File: src/rtl/cfg_seq.sv
module cfg_seq #(
  parameter int TIMEOUT_MS = 1000,
  parameter int CD_LIMIT   = 16777216,
  parameter int MSEL_W     = 3,
  parameter int MSEL_MAX   = 1
) (
  input  logic              clk,
  input  logic              rst_n,
  input  logic              start,
  input  logic              image_end,
  input  logic              ms_tick,
  input  logic              pin_ncfg,
  input  logic              pin_nst,
  input  logic              pin_cd,
  input  logic              pin_cd_oe,
  input  logic              pin_um,
  input  logic [MSEL_W-1:0] pin_msel,
  output logic              nconfig_o,
  output logic              nce_o,
  output logic              ovr_cfg_o,
  output logic              ovr_ncfg_o,
  output logic              cfg_ctl_en,
  output logic              cfg_data_en,
  output logic              busy,
  output logic              done_ok,
  output logic [1:0]        err_code
);

  localparam int SW   = MSEL_W + 5;
  localparam int LMAX = (CD_LIMIT > TIMEOUT_MS) ? CD_LIMIT : TIMEOUT_MS;
  localparam int TW   = $clog2(LMAX + 1);
  localparam logic [TW-1:0] TMO = TW'(TIMEOUT_MS);
  localparam logic [TW-1:0] CDL = TW'(CD_LIMIT);

  typedef enum logic [3:0] {
    S_IDLE, S_Q1, S_OVR, S_Q2, S_PLO, S_PHI,
    S_CDCHK, S_STREAM, S_WCD, S_WUM, S_FINAL
  } st_t;

  st_t st, nxt;
  logic [SW-1:0] s1, s2;
  logic [TW-1:0] tmr;
  logic [1:0]    fail, code_q;
  logic          inc, ok_q;

  logic ncfg_s, nst_s, cd_s, cdoe_s, um_s, msel_ok;
  logic [MSEL_W-1:0] msel_s;

  always_ff @(posedge clk or negedge rst_n)
    if (!rst_n) begin
      s1 <= '0;
      s2 <= '0;
    end else begin
      s1 <= {pin_msel, pin_um, pin_cd_oe, pin_cd, pin_nst, pin_ncfg};
      s2 <= s1;
    end

  assign {msel_s, um_s, cdoe_s, cd_s, nst_s, ncfg_s} = s2;
  assign msel_ok = (msel_s <= MSEL_W'(MSEL_MAX));

  always_comb begin
    nxt  = st;
    fail = 2'd0;
    inc  = 1'b0;
    case (st)
      S_IDLE:   if (start && msel_ok) nxt = S_Q1;
      S_Q1, S_Q2: begin
        inc = ms_tick;
        if (!ncfg_s && !nst_s) nxt = (st == S_Q1) ? S_OVR : S_PLO;
        else if (tmr == TMO)   fail = 2'd2;
      end
      S_OVR:    nxt = S_Q2;
      S_PLO: begin
        inc = ms_tick;
        if (!nst_s)            nxt = S_PHI;
        else if (tmr == TMO)   fail = 2'd2;
      end
      S_PHI: begin
        inc = ms_tick;
        if (nst_s)             nxt = S_CDCHK;
        else if (tmr == TMO)   fail = 2'd2;
      end
      S_CDCHK: begin
        if (!cd_s && cdoe_s)   nxt = S_STREAM;
        else                   fail = 2'd3;
      end
      S_STREAM: if (image_end) nxt = S_WCD;
      S_WCD: begin
        inc = 1'b1;
        if (cd_s)              nxt = S_WUM;
        else if (!nst_s)       fail = 2'd3;
        else if (tmr == CDL)   fail = 2'd2;
      end
      S_WUM: begin
        inc = ms_tick;
        if (um_s)              nxt = S_FINAL;
        else if (tmr == TMO)   fail = 2'd2;
      end
      S_FINAL: begin
        nxt = S_IDLE;
        if (!(um_s && cd_s && nst_s)) fail = 2'd3;
      end
      default:  nxt = S_IDLE;
    endcase
    if (fail != 2'd0) nxt = S_IDLE;
  end

  always_ff @(posedge clk or negedge rst_n)
    if (!rst_n) begin
      st     <= S_IDLE;
      tmr    <= '0;
      ok_q   <= 1'b0;
      code_q <= 2'd0;
    end else begin
      st  <= nxt;
      tmr <= (nxt != st) ? '0 : (inc ? tmr + 1'b1 : tmr);
      if (st == S_IDLE && start) begin
        ok_q   <= 1'b0;
        code_q <= msel_ok ? 2'd0 : 2'd1;
      end
      if (fail != 2'd0) code_q <= fail;
      if (st == S_FINAL && fail == 2'd0) ok_q <= 1'b1;
    end

  assign busy        = (st != S_IDLE);
  assign ovr_cfg_o   = st inside {S_OVR, S_Q2, S_PLO, S_PHI, S_CDCHK, S_STREAM, S_WCD, S_WUM};
  assign ovr_ncfg_o  = ovr_cfg_o;
  assign nce_o       = !(st inside {S_Q2, S_PLO, S_PHI, S_CDCHK, S_STREAM, S_WCD, S_WUM});
  assign nconfig_o   = (st != S_PLO);
  assign cfg_ctl_en  = st inside {S_STREAM, S_WCD, S_WUM};
  assign cfg_data_en = cfg_ctl_en;
  assign done_ok     = ok_q;
  assign err_code    = code_q;

  assert_msel_refuse_R2: assert property (@(posedge clk) disable iff (!rst_n)
    start && !busy && !msel_ok |=> !busy && err_code == 2'd1);

  assert_pulse_track_R5: assert property (@(posedge clk) disable iff (!rst_n)
    $rose(nconfig_o) |-> $past(!nst_s) || err_code == 2'd2);

  assert_cd_gate_R6: assert property (@(posedge clk) disable iff (!rst_n)
    $rose(cfg_data_en) |-> $past(!cd_s && cdoe_s));

  assert_nst_drop_R7: assert property (@(posedge clk) disable iff (!rst_n)
    (st == S_WCD) && !cd_s && !nst_s |=> !busy && err_code == 2'd3);

  assert_final_check_R9: assert property (@(posedge clk) disable iff (!rst_n)
    $rose(done_ok) |-> $past(um_s && cd_s && nst_s));

  assert_status_hold_R10: assert property (@(posedge clk) disable iff (!rst_n)
    !busy && !start |=> $stable(err_code) && $stable(done_ok));

endmodule

File: config.mk
export PLATFORM = sky130hd
export DESIGN_NAME = cfg_seq
export DESIGN_NICKNAME = d
export VERILOG_FILES = /design/src/rtl/cfg_seq.sv
export SDC_FILE = /design/constraint.sdc
export NUM_CORES = 1
export LEC_CHECK = 0
export ABC_AREA = 1
export BUFFER_PORTS_ARGS = -buffer_cell sky130_fd_sc_hd__clkbuf_2
export CELL_PAD_IN_SITES_DETAIL_PLACEMENT = 0
export CELL_PAD_IN_SITES_GLOBAL_PLACEMENT = 2
export CORE_MARGIN = 2
export CORE_UTILIZATION = 35
export CTS_CLUSTER_DIAMETER = 40
export DETAILED_ROUTE_END_ITERATION = 10
export GPL_ROUTABILITY_DRIVEN = 0
export PLACE_DENSITY = 0.91
export SLEW_MARGIN = 40
export SYNTH_ARGS = -nofsm -noshare
export SYNTH_HDL_FRONTEND = slang
export SYNTH_SLANG_ARGS = --single-unit
File: constraint.sdc
create_clock -name clk -period 2.3 [get_ports clk]
set_input_delay 0.46 -clock clk [delete_from_list [all_inputs] [get_ports clk]]
set_output_delay 0.46 -clock clk [all_outputs]
set_load 0.005 [all_outputs]
Word-level counts from Yosys, hierarchy flattened
Index checks and enable logic that the tools add are counted.
{"block": "classes", "add_sub_neg": 1, "n_mul": 0, "div_mod_pow": 0, "magnitude_cmp": 1, "eq_ne": 14, "shift": 0, "mux": 30, "bitwise": 0, "n_reduce_logical": 23}
{"operator": "$mux 25", "n": 2}
{"operator": "$mux 4", "n": 9}
{"operator": "$pmux 4 s9", "n": 1}
{"operator": "$add 25x1->25 const B", "n": 1}
{"operator": "$eq 25x10->1 const B", "n": 1}
{"operator": "$eq 25x25->1 const B", "n": 1}
{"operator": "$mux 2", "n": 12}
{"operator": "$eq 4x3->1 const B", "n": 4}
{"operator": "$pmux 2 s7", "n": 1}
{"operator": "$eq 4x4->1 const B", "n": 3}
{"operator": "$eq 4x2->1 const B", "n": 2}
{"operator": "$reduce_bool 2->1", "n": 4}
{"operator": "$reduce_bool 8->1", "n": 1}
{"operator": "$logic_and 1x1->1", "n": 7}
{"operator": "$reduce_bool 7->1", "n": 1}
{"operator": "$reduce_or 5->1", "n": 1}
{"operator": "$eq 4x1->1 const B", "n": 1}
{"operator": "$logic_not 1->1", "n": 4}
{"operator": "$logic_not 4->1", "n": 1}
{"operator": "$ne 4x3->1 const B", "n": 1}
{"operator": "$ne 4x4->1", "n": 1}
{"operator": "$reduce_bool 4->1", "n": 1}
{"operator": "$le 3x1->1 const B", "n": 1}
{"operator": "$mux 1", "n": 3}
{"operator": "5 further kinds", "n": 5}
{"block": "word_totals", "reg_bits": 48, "latch_bits": 0, "ram_bits": 0, "rom_bits": 0, "inputBits": 13, "output_inout_bits": 10, "word_cells": 75, "mem_count": 0}

Longest topological paths before layout
Gate-level depths: netlist (run 1).
{"block": "depth", "depth_word": 9, "mapped_depth": 14}

Worst setup path before layout (run 1)
OpenSTA, ideal clock, no wires.
{"block": "synth_timing", "path_type": "reg-to-reg", "start": "reg st[1]", "end": "reg tmr[20]", "arrival_ps": 1650, "required_time_ps": 2176, "slack_ps": 526, "path_stages_with_launch": 15, "cell_sequence": "dfrtp_1 > buf_2 > nor2_2 > nand2_2 > nor2_2 > nand3_1 > nor2_2 > nor2_4 > nand3_1 > nand2_1 > nand2_1 > nor2_2 > nand2_4 > buf_8 > nor2_4"}
{"block": "synth_between", "elab_chain_cells": 7}
{"element": "start: declaration", "line_no": "40", "rtl": "st_t st, nxt;"}
{"element": "start signal: assignment", "line_no": "115", "rtl": "st <= nxt;"}
{"element": "$eq 4x1->1 or $eq 4x2->1 (tied branches)", "line_no": "65, 69"}
{"element": "$mux 3 or $reduce_or 2->1 (tied branches)", "line_no": "69, 65"}
{"element": "$mux 4 or $pmux 2 s7 (tied branches)", "line_no": "69, 65"}
{"element": "$pmux 4 s9 or $reduce_bool 2->1 (tied branches)", "line_no": "65, 105"}
{"element": "$mux 4", "line_no": "105", "rtl": "if (fail != 2'd0) nxt = S_IDLE;"}
{"element": "$ne 4x4->1", "line_no": "116", "rtl": "tmr <= (nxt != st) ? '0 : (inc ? tmr + 1'b1 : tmr);"}
{"element": "$mux 25 or $reduce_bool 2->1 (tied branches)"}
{"element": "end signal: assignment", "line_no": "116"}
{"element": "end: declaration", "line_no": "42", "rtl": "logic [TW-1:0] tmr;"}
Several ways; a longest one is shown, not always the timed one.
A chain may end at the register's enable or synchronous reset.

Final worst setup path (run 1)
{"block": "layout_timing", "start": "reg st[2]", "end": "reg tmr[4]"}
Same word-level chain as after synthesis.

==> results of run 1 <==
==> cell families after synthesis <==
| family | count (synthesis) |
|---|---|
| adder cells (fa/ha/maj) | 2 |
| flip-flops | 46 |
| AO/OA/AOI/OAI | 16 |
| AND/OR/NAND/NOR | 216 |
| XOR/XNOR | 20 |
| buffers and inverters | 49 |
==> critical path, cell delays in order, from the launching register on <==
cell,delay [ns]
dfrtp_2,0.46
inv_1,0.10
nor2_2,0.05
buf_4,0.14
nand2_1,0.09
nand2_1,0.06
nand2_1,0.06
nand2_1,0.06
nand2_2,0.13
nand4_1,0.15
nand2_1,0.10
nand2_1,0.07
nor2_2,0.16
nand2_4,0.07
buf_12,0.18
nor2_1,0.11
==> synth_stat cells (2+ instances only) <==
cell type	n	area [µm²]
buf_2	2	10.01
o21ai_0	9	45.04
dfrtp_1	46	1151
nor2_2	18	112.6
xnor2_1	6	52.55
nor2_4	12	135.1
nor3_1	7	35.03
nand3_1	22	110.1
nand3_2	2	20.02
nor2_1	48	180.2
nor4_1	2	12.51
buf_4	2	15.01
xor2_1	14	122.6
nand3b_1	2	15.01
nand2_1	82	307.8
a21oi_1	3	15.01
ha_1	2	25.02
inv_2	4	15.01
inv_1	39	146.4
nand4_1	11	68.82
nand2_2	5	31.28
==> layer usage <==
layer  GRT usage [%]  routed length (µm)  share of wire, %
met1           21.80                2880                51
met2           23.16                2507                44
met3           2.712                 185               3.3
met4           3.731                  66               1.2
met5               0                   0                 0
==> flip-flops by register name, indices dropped and copies added, names as in the netlist <==
| register | cells |
|---|---|
| s2 | 7 |
| s1 | 7 |
| err_code | 2 |
| done_ok | 1 |
| tmr | 25 |
| st | 4 |
==> repair_timing <==
item / CTS / global route
endpoints found under the hold margin: 0 / 0
resized for setup: 0 / 3
setup endpoints to repair: 0 / 2
==> through the flow <==
| step | power (W) | setup slack [ns] | area (µm²) | hold slack (ns) |
|---|---|---|---|---|
| global route | 0.002999 | 0.01821 | 3072 | 0.2342 |
| global placement | 0.002273 | 0.1984 | 2972 | 0.3317 |
| finish | 0.002790 | 0.2455 | 3072 | 0.2291 |
| CTS | 0.002824 | 0.1367 | 3067 | 0.2476 |
| floorplan | 0.001944 | 0.5259 | 2718 | 0.1644 |
| detailed placement | 0.002282 | 0.1646 | 2972 | 0.3355 |
==> power groups by stage <==
stage	Sequential, W	Combinational [W]	Clock (W)
after floorplan	0.000941	0.00100	0
after global placement	0.000953	0.00132	0
after detailed placement	0.000955	0.00133	0
after CTS	0.000939	0.00133	0.000554
after global routing	0.000949	0.00147	0.000582
final	0.000940	0.00132	0.000534
==> final cells by class <==
| type | instances | area, µm² |
|---|---|---|
| inverters | 43 | 161.4 |
| clock buffers | 5 | 68.82 |
| fillers | 824 | 4536 |
| flip-flops and latches | 46 | 1154 |
| well taps | 102 | 127.6 |
| clock inverters | 3 | 26.28 |
| repair buffers | 29 | 177.7 |
| multi-input cells | 254 | 1356 |
==> final timing paths <==
path                           from          end  slack (ns)
setup / recovery              st[2]       tmr[4]        0.25
hold / removal                rst_n  err_code[1]        0.23
setup reg to reg              st[2]       tmr[4]        0.25
hold reg to reg               s1[1]        s2[1]        0.35
max in group asynchronous     rst_n        st[2]        1.63
min in group clk           pin_ncfg        s1[0]        0.26
==> impl_metrics.yaml, run 1 <==
synthesis:
  ys_seq_area_share_pct: 42.36
  synth_top_family_by_area: "simple AND/OR/NAND/NOR gates"
  synth-edff-count: 0
  ys_types: 32
  synth-compound-area-share_pct: 3.223
  synthAdderAreaFrac_pct: 0.9208
  synthesis.area_mm2: 0.002718
  synth-simple-area-share_pct: 39.23
  async_flop_share_pct: 100.0
  syn_nets: 364
  synth-main-ff-cell: "dfrtp_1"
  syn_avg_cell_area_um2: 7.787
  synth-xor-area-share_pct: 6.446
  postSynthCellCount: 349
  yosys_register_bits: 46
  yosysWarnings: 0
  synthMuxAreaShare_pct: 0
global_routing:
  antenna_found_initial: 0
  grt_max_degree: 47
  track_usage_pct: 15.01
  grt_pass1_wl_um: 10250
  grt-ovfl-total: 0
  grt_pass1_vias: 2195
cts:
  cts_sinks: 46
  cts_max_level: 2
  cts_tree: "yes"
  post_cts_buffers: 0
  cts_root_buf: "clkbuf_8"
  clock_path_buffers: 2
  numCtsBuffers: 5
  clock_latency_ns: 0.31
  holdBufCountCts: 0
  clk_pin_slew_ns: 0.10
final_layout:
  stdcell_count: 482
  final_core_util_pct: 40.38
  layout-drive-gt1-share_pct: 21.84
  area.growth.synth_to_final_pct: 13.03
  final_cell_mix: "81 x nand2_1, 48 x nor2_1, 44 x dfrtp_1"
  antenna_cells: 0
  layout_commonest_cell: "nand2_1"
  final_nets: 394
detailed_routing:
  drc: 0
  avgRoutedWirePerCell_um: 11.70
  ant_nets: 0
  firstDrtPassIters: 4
  viasPerCell: 4.479
  via_count: 2159
  first_iter_violations: 118
  routed_wirelength_um: 5640
pwr:
  power_switching_share_pct: 44.72
  switchingPower_w: 0.001248
  ir_drop_mv: 0.7199
  clock_power_share_pct: 19.1
  power.internal_w: 0.001542
  p_per_area_mw_per_mm2: 908.4
  p_leak_nw: 1.426
  seqPwrFrac_pct: 33.7
  p_comb_share_pct: 47.2
placed_design:
  dp_hpwl_um: 4340
  dp_cells: 474
  io_buffers: 21
timing:
  rsz0062_at_grt: "no"
  tightest_slew_ns: 0.5811
  fin_crit_sh_pct: 89.33
  fin_crit_ns: 2.054
  fin_setup_tns_ns: 0
  finalSetupViolations: 0
  slew_headroom_pct: 61.26
  slew_viol_final: 0
  clock_skew_ns: 0.009598
  hold_viol_final: 0
  max_freq_mhz: 486.7
die:
  ioPinCount: 23
  die_h_um: 92.12
  dieArea_mm2: 0.008485
  start_util_pct: 35.72
  die_x_um: 92.12
  core_mm2: 0.007607
  num_rows: 32
critical_path:
  worst-endpoint-arrival_ns: 2.29
  critPathMaxFanout: 25
  path_class: "flip-flop to flip-flop"
  endpoint_kind: "flip-flop"
  crit_required_ns: 2.53
  reg2reg_depth: 15
  start_kind: "flip-flop"
min_path:
  hold_path_class: "input port to async pin"
job:
  max_cap_violations: 0
run_status:
  status: "finished, final reports clean"
Note: power is estimated with default switching activity, not from simulation.
==> run 2, diff against run 1 <==
--- a/config.mk
+++ b/config.mk
@@ -10,11 +10,11 @@
 export CELL_PAD_IN_SITES_DETAIL_PLACEMENT = 0
 export CELL_PAD_IN_SITES_GLOBAL_PLACEMENT = 2
 export CORE_MARGIN = 2
-export CORE_UTILIZATION = 35
+export CORE_UTILIZATION = 25
 export CTS_CLUSTER_DIAMETER = 40
 export DETAILED_ROUTE_END_ITERATION = 10
 export GPL_ROUTABILITY_DRIVEN = 0
-export PLACE_DENSITY = 0.91
+export PLACE_DENSITY = 0.72
 export SLEW_MARGIN = 40
 export SYNTH_ARGS = -nofsm -noshare
 export SYNTH_HDL_FRONTEND = slang
==> impl_metrics.yaml, run 2 (synthesis gave the netlist of run 1 again) <==
detailed_routing:
  avgRoutedWirePerCell_um: 11.57
  via_count: 2249
  ant_nets: 0
  routed_wirelength_um: 6064
  drc: 0
  first_iter_violations: 62
  firstDrtPassIters: 4
  viasPerCell: 4.292
final_layout:
  area.growth.synth_to_final_pct: 16.34
  layout-drive-gt1-share_pct: 22.66
  final_nets: 398
  fill_cells: 1232
  final_cell_mix: "81 x nand2_1, 48 x nor2_1, 44 x dfrtp_1"
  largest_register_ffs: 25
  final_core_util_pct: 29.42
  regMostFlops: "tmr"
  layout_commonest_cell: "nand2_1"
  antenna_cells: 0
  top_regs: "tmr: 25 flops, s1: 7 flops, s2: 7 flops"
critical_path:
  max_stage_delay_ns: 0.49
  crit_required_ns: 2.54
  cpMostUsedCell: "nor2_2"
  critPathMaxFanout: 9
  path_class: "flip-flop to flip-flop"
  path_delay_family: "simple AND/OR/NAND/NOR gates"
  path_buf_inv: 2
  worst-endpoint-arrival_ns: 2.28
  crit_chain: "inv_2, nand2_2, nor2_2, nand2_2, nand3_2, nor2_4, nand3_1, nand2_1, nand2_1, nor2_2, nand2_4, buf_4, nor2_2"
  crit_path_top_delay_cell: "dfrtp_1"
  start_kind: "flip-flop"
  endpoint_kind: "flip-flop"
die:
  die_h_um: 108.3
  core_mm2: 0.01075
  die_x_um: 108.3
  num_rows: 38
  start_util_pct: 25.29
  dieArea_mm2: 0.01172
  ioPinCount: 23
pwr:
  p_leak_nw: 1.448
  ir_drop_mv: 0.3795
  finalPower_w: 0.002960
  p_per_area_mw_per_mm2: 936.2
job:
  max_cap_violations: 0
timing:
  fin_setup_tns_ns: 0
  hold_viol_final: 0
  clock_skew_ns: 0.01211
  slew_viol_final: 0
  max_freq_mhz: 489.4
  fin_crit_sh_pct: 88.83
  tightest_slew_ns: 0.6694
  finalSetupViolations: 0
  rsz0062_at_grt: "no"
  slew_headroom_pct: 55.37
  fin_crit_ns: 2.043
cts:
  cts_sinks: 46
  numCtsBuffers: 5
  cts_tree: "yes"
  cts_max_level: 2
  cts_root_buf: "clkbuf_8"
  clk_pin_slew_ns: 0.09
  clock_path_buffers: 2
  holdBufCountCts: 0
  clock_latency_ns: 0.31
global_routing:
  use_met3_pct: 2.351
  grt_util_met1_pct: 14.78
  track_usage_pct: 11.69
  grt_max_degree: 28
  grt-ovfl-total: 0
  grt_pass1_vias: 2315
  grt_pass1_wl_um: 10890
  antenna_found_initial: 0
  top_usage_layer: "met2"
  grt_use_met2_pct: 20.31
run_status:
  status: "finished, final reports clean"
min_path:
  hold_path_class: "input port to async pin"
placed_design:
  io_buffers: 21
  dp_hpwl_um: 4816
-- run 2: layout make-up --
| cell class | count | area, µm² | area share (%) |
|---|---|---|---|
| timing repair buffer | 33 | 220.2 | 6.965 |
| inverter | 43 | 161.4 | 5.105 |
| clock inverter | 3 | 26.28 | 0.8310 |
| multi-input combinational | 254 | 1356 | 42.90 |
| sequential | 46 | 1154 | 36.49 |
| clock buffer | 5 | 68.82 | 2.176 |
| tap | 140 | 175.2 | 5.540 |
-- run 2: final timing paths --
kind / start / end / slack (ns) / cells after the start
hold / removal: rst_n / tmr[22] / 0.18 / 1
setup reg to reg: st[0] / tmr[16] / 0.26 / 13
hold reg to reg: s1[1] / s2[1] / 0.36 / 0
max in group asynchronous: rst_n / st[1] / 1.52 / 2
setup / recovery: st[0] / tmr[16] / 0.26 / 13
min in group clk: pin_cd / s1[2] / 0.25 / 1
-- run 2: layer usage --
metal | vias up | share of wire, % | wire length (µm)
li1 | 1157 | - | -
met1 | 1054 | 48 | 2886
met2 | 32 | 48 | 2909
met3 | 6 | 3.4 | 206
met4 | 0 | 1.0 | 61
met5 | - | 0 | 0
-- run 2: through the flow --
step                      setup slack, ns  cells  area [µm²]  hold slack, ns
final                              0.2568    524        3162          0.1752
after global routing             0.001755    524        3162          0.2265
after CTS                          0.1325    521        3134          0.2030
after detailed placement           0.1483    513        3039          0.3347
after global placement             0.1057    513        3039          0.3350
after floorplan                    0.5259    349        2718          0.1644
-- run 2: repair_timing --
action	CTS	global route
endpoints found under the setup margin	0	20
endpoints found under the hold margin	0	0
gates resized for setup	0	3
buffers inserted	0	3
-- run 2: power by group --
group	internal [W]	total (W)	leakage [nW]	switching (W)
clock	0.000226	0.000533	0.0495	0.000307
sequential	0.000878	0.000964	0.597	0.0000862
combinational	0.000569	0.00146	0.801	0.000893
total	0.00167	0.00296	1.45	0.00129
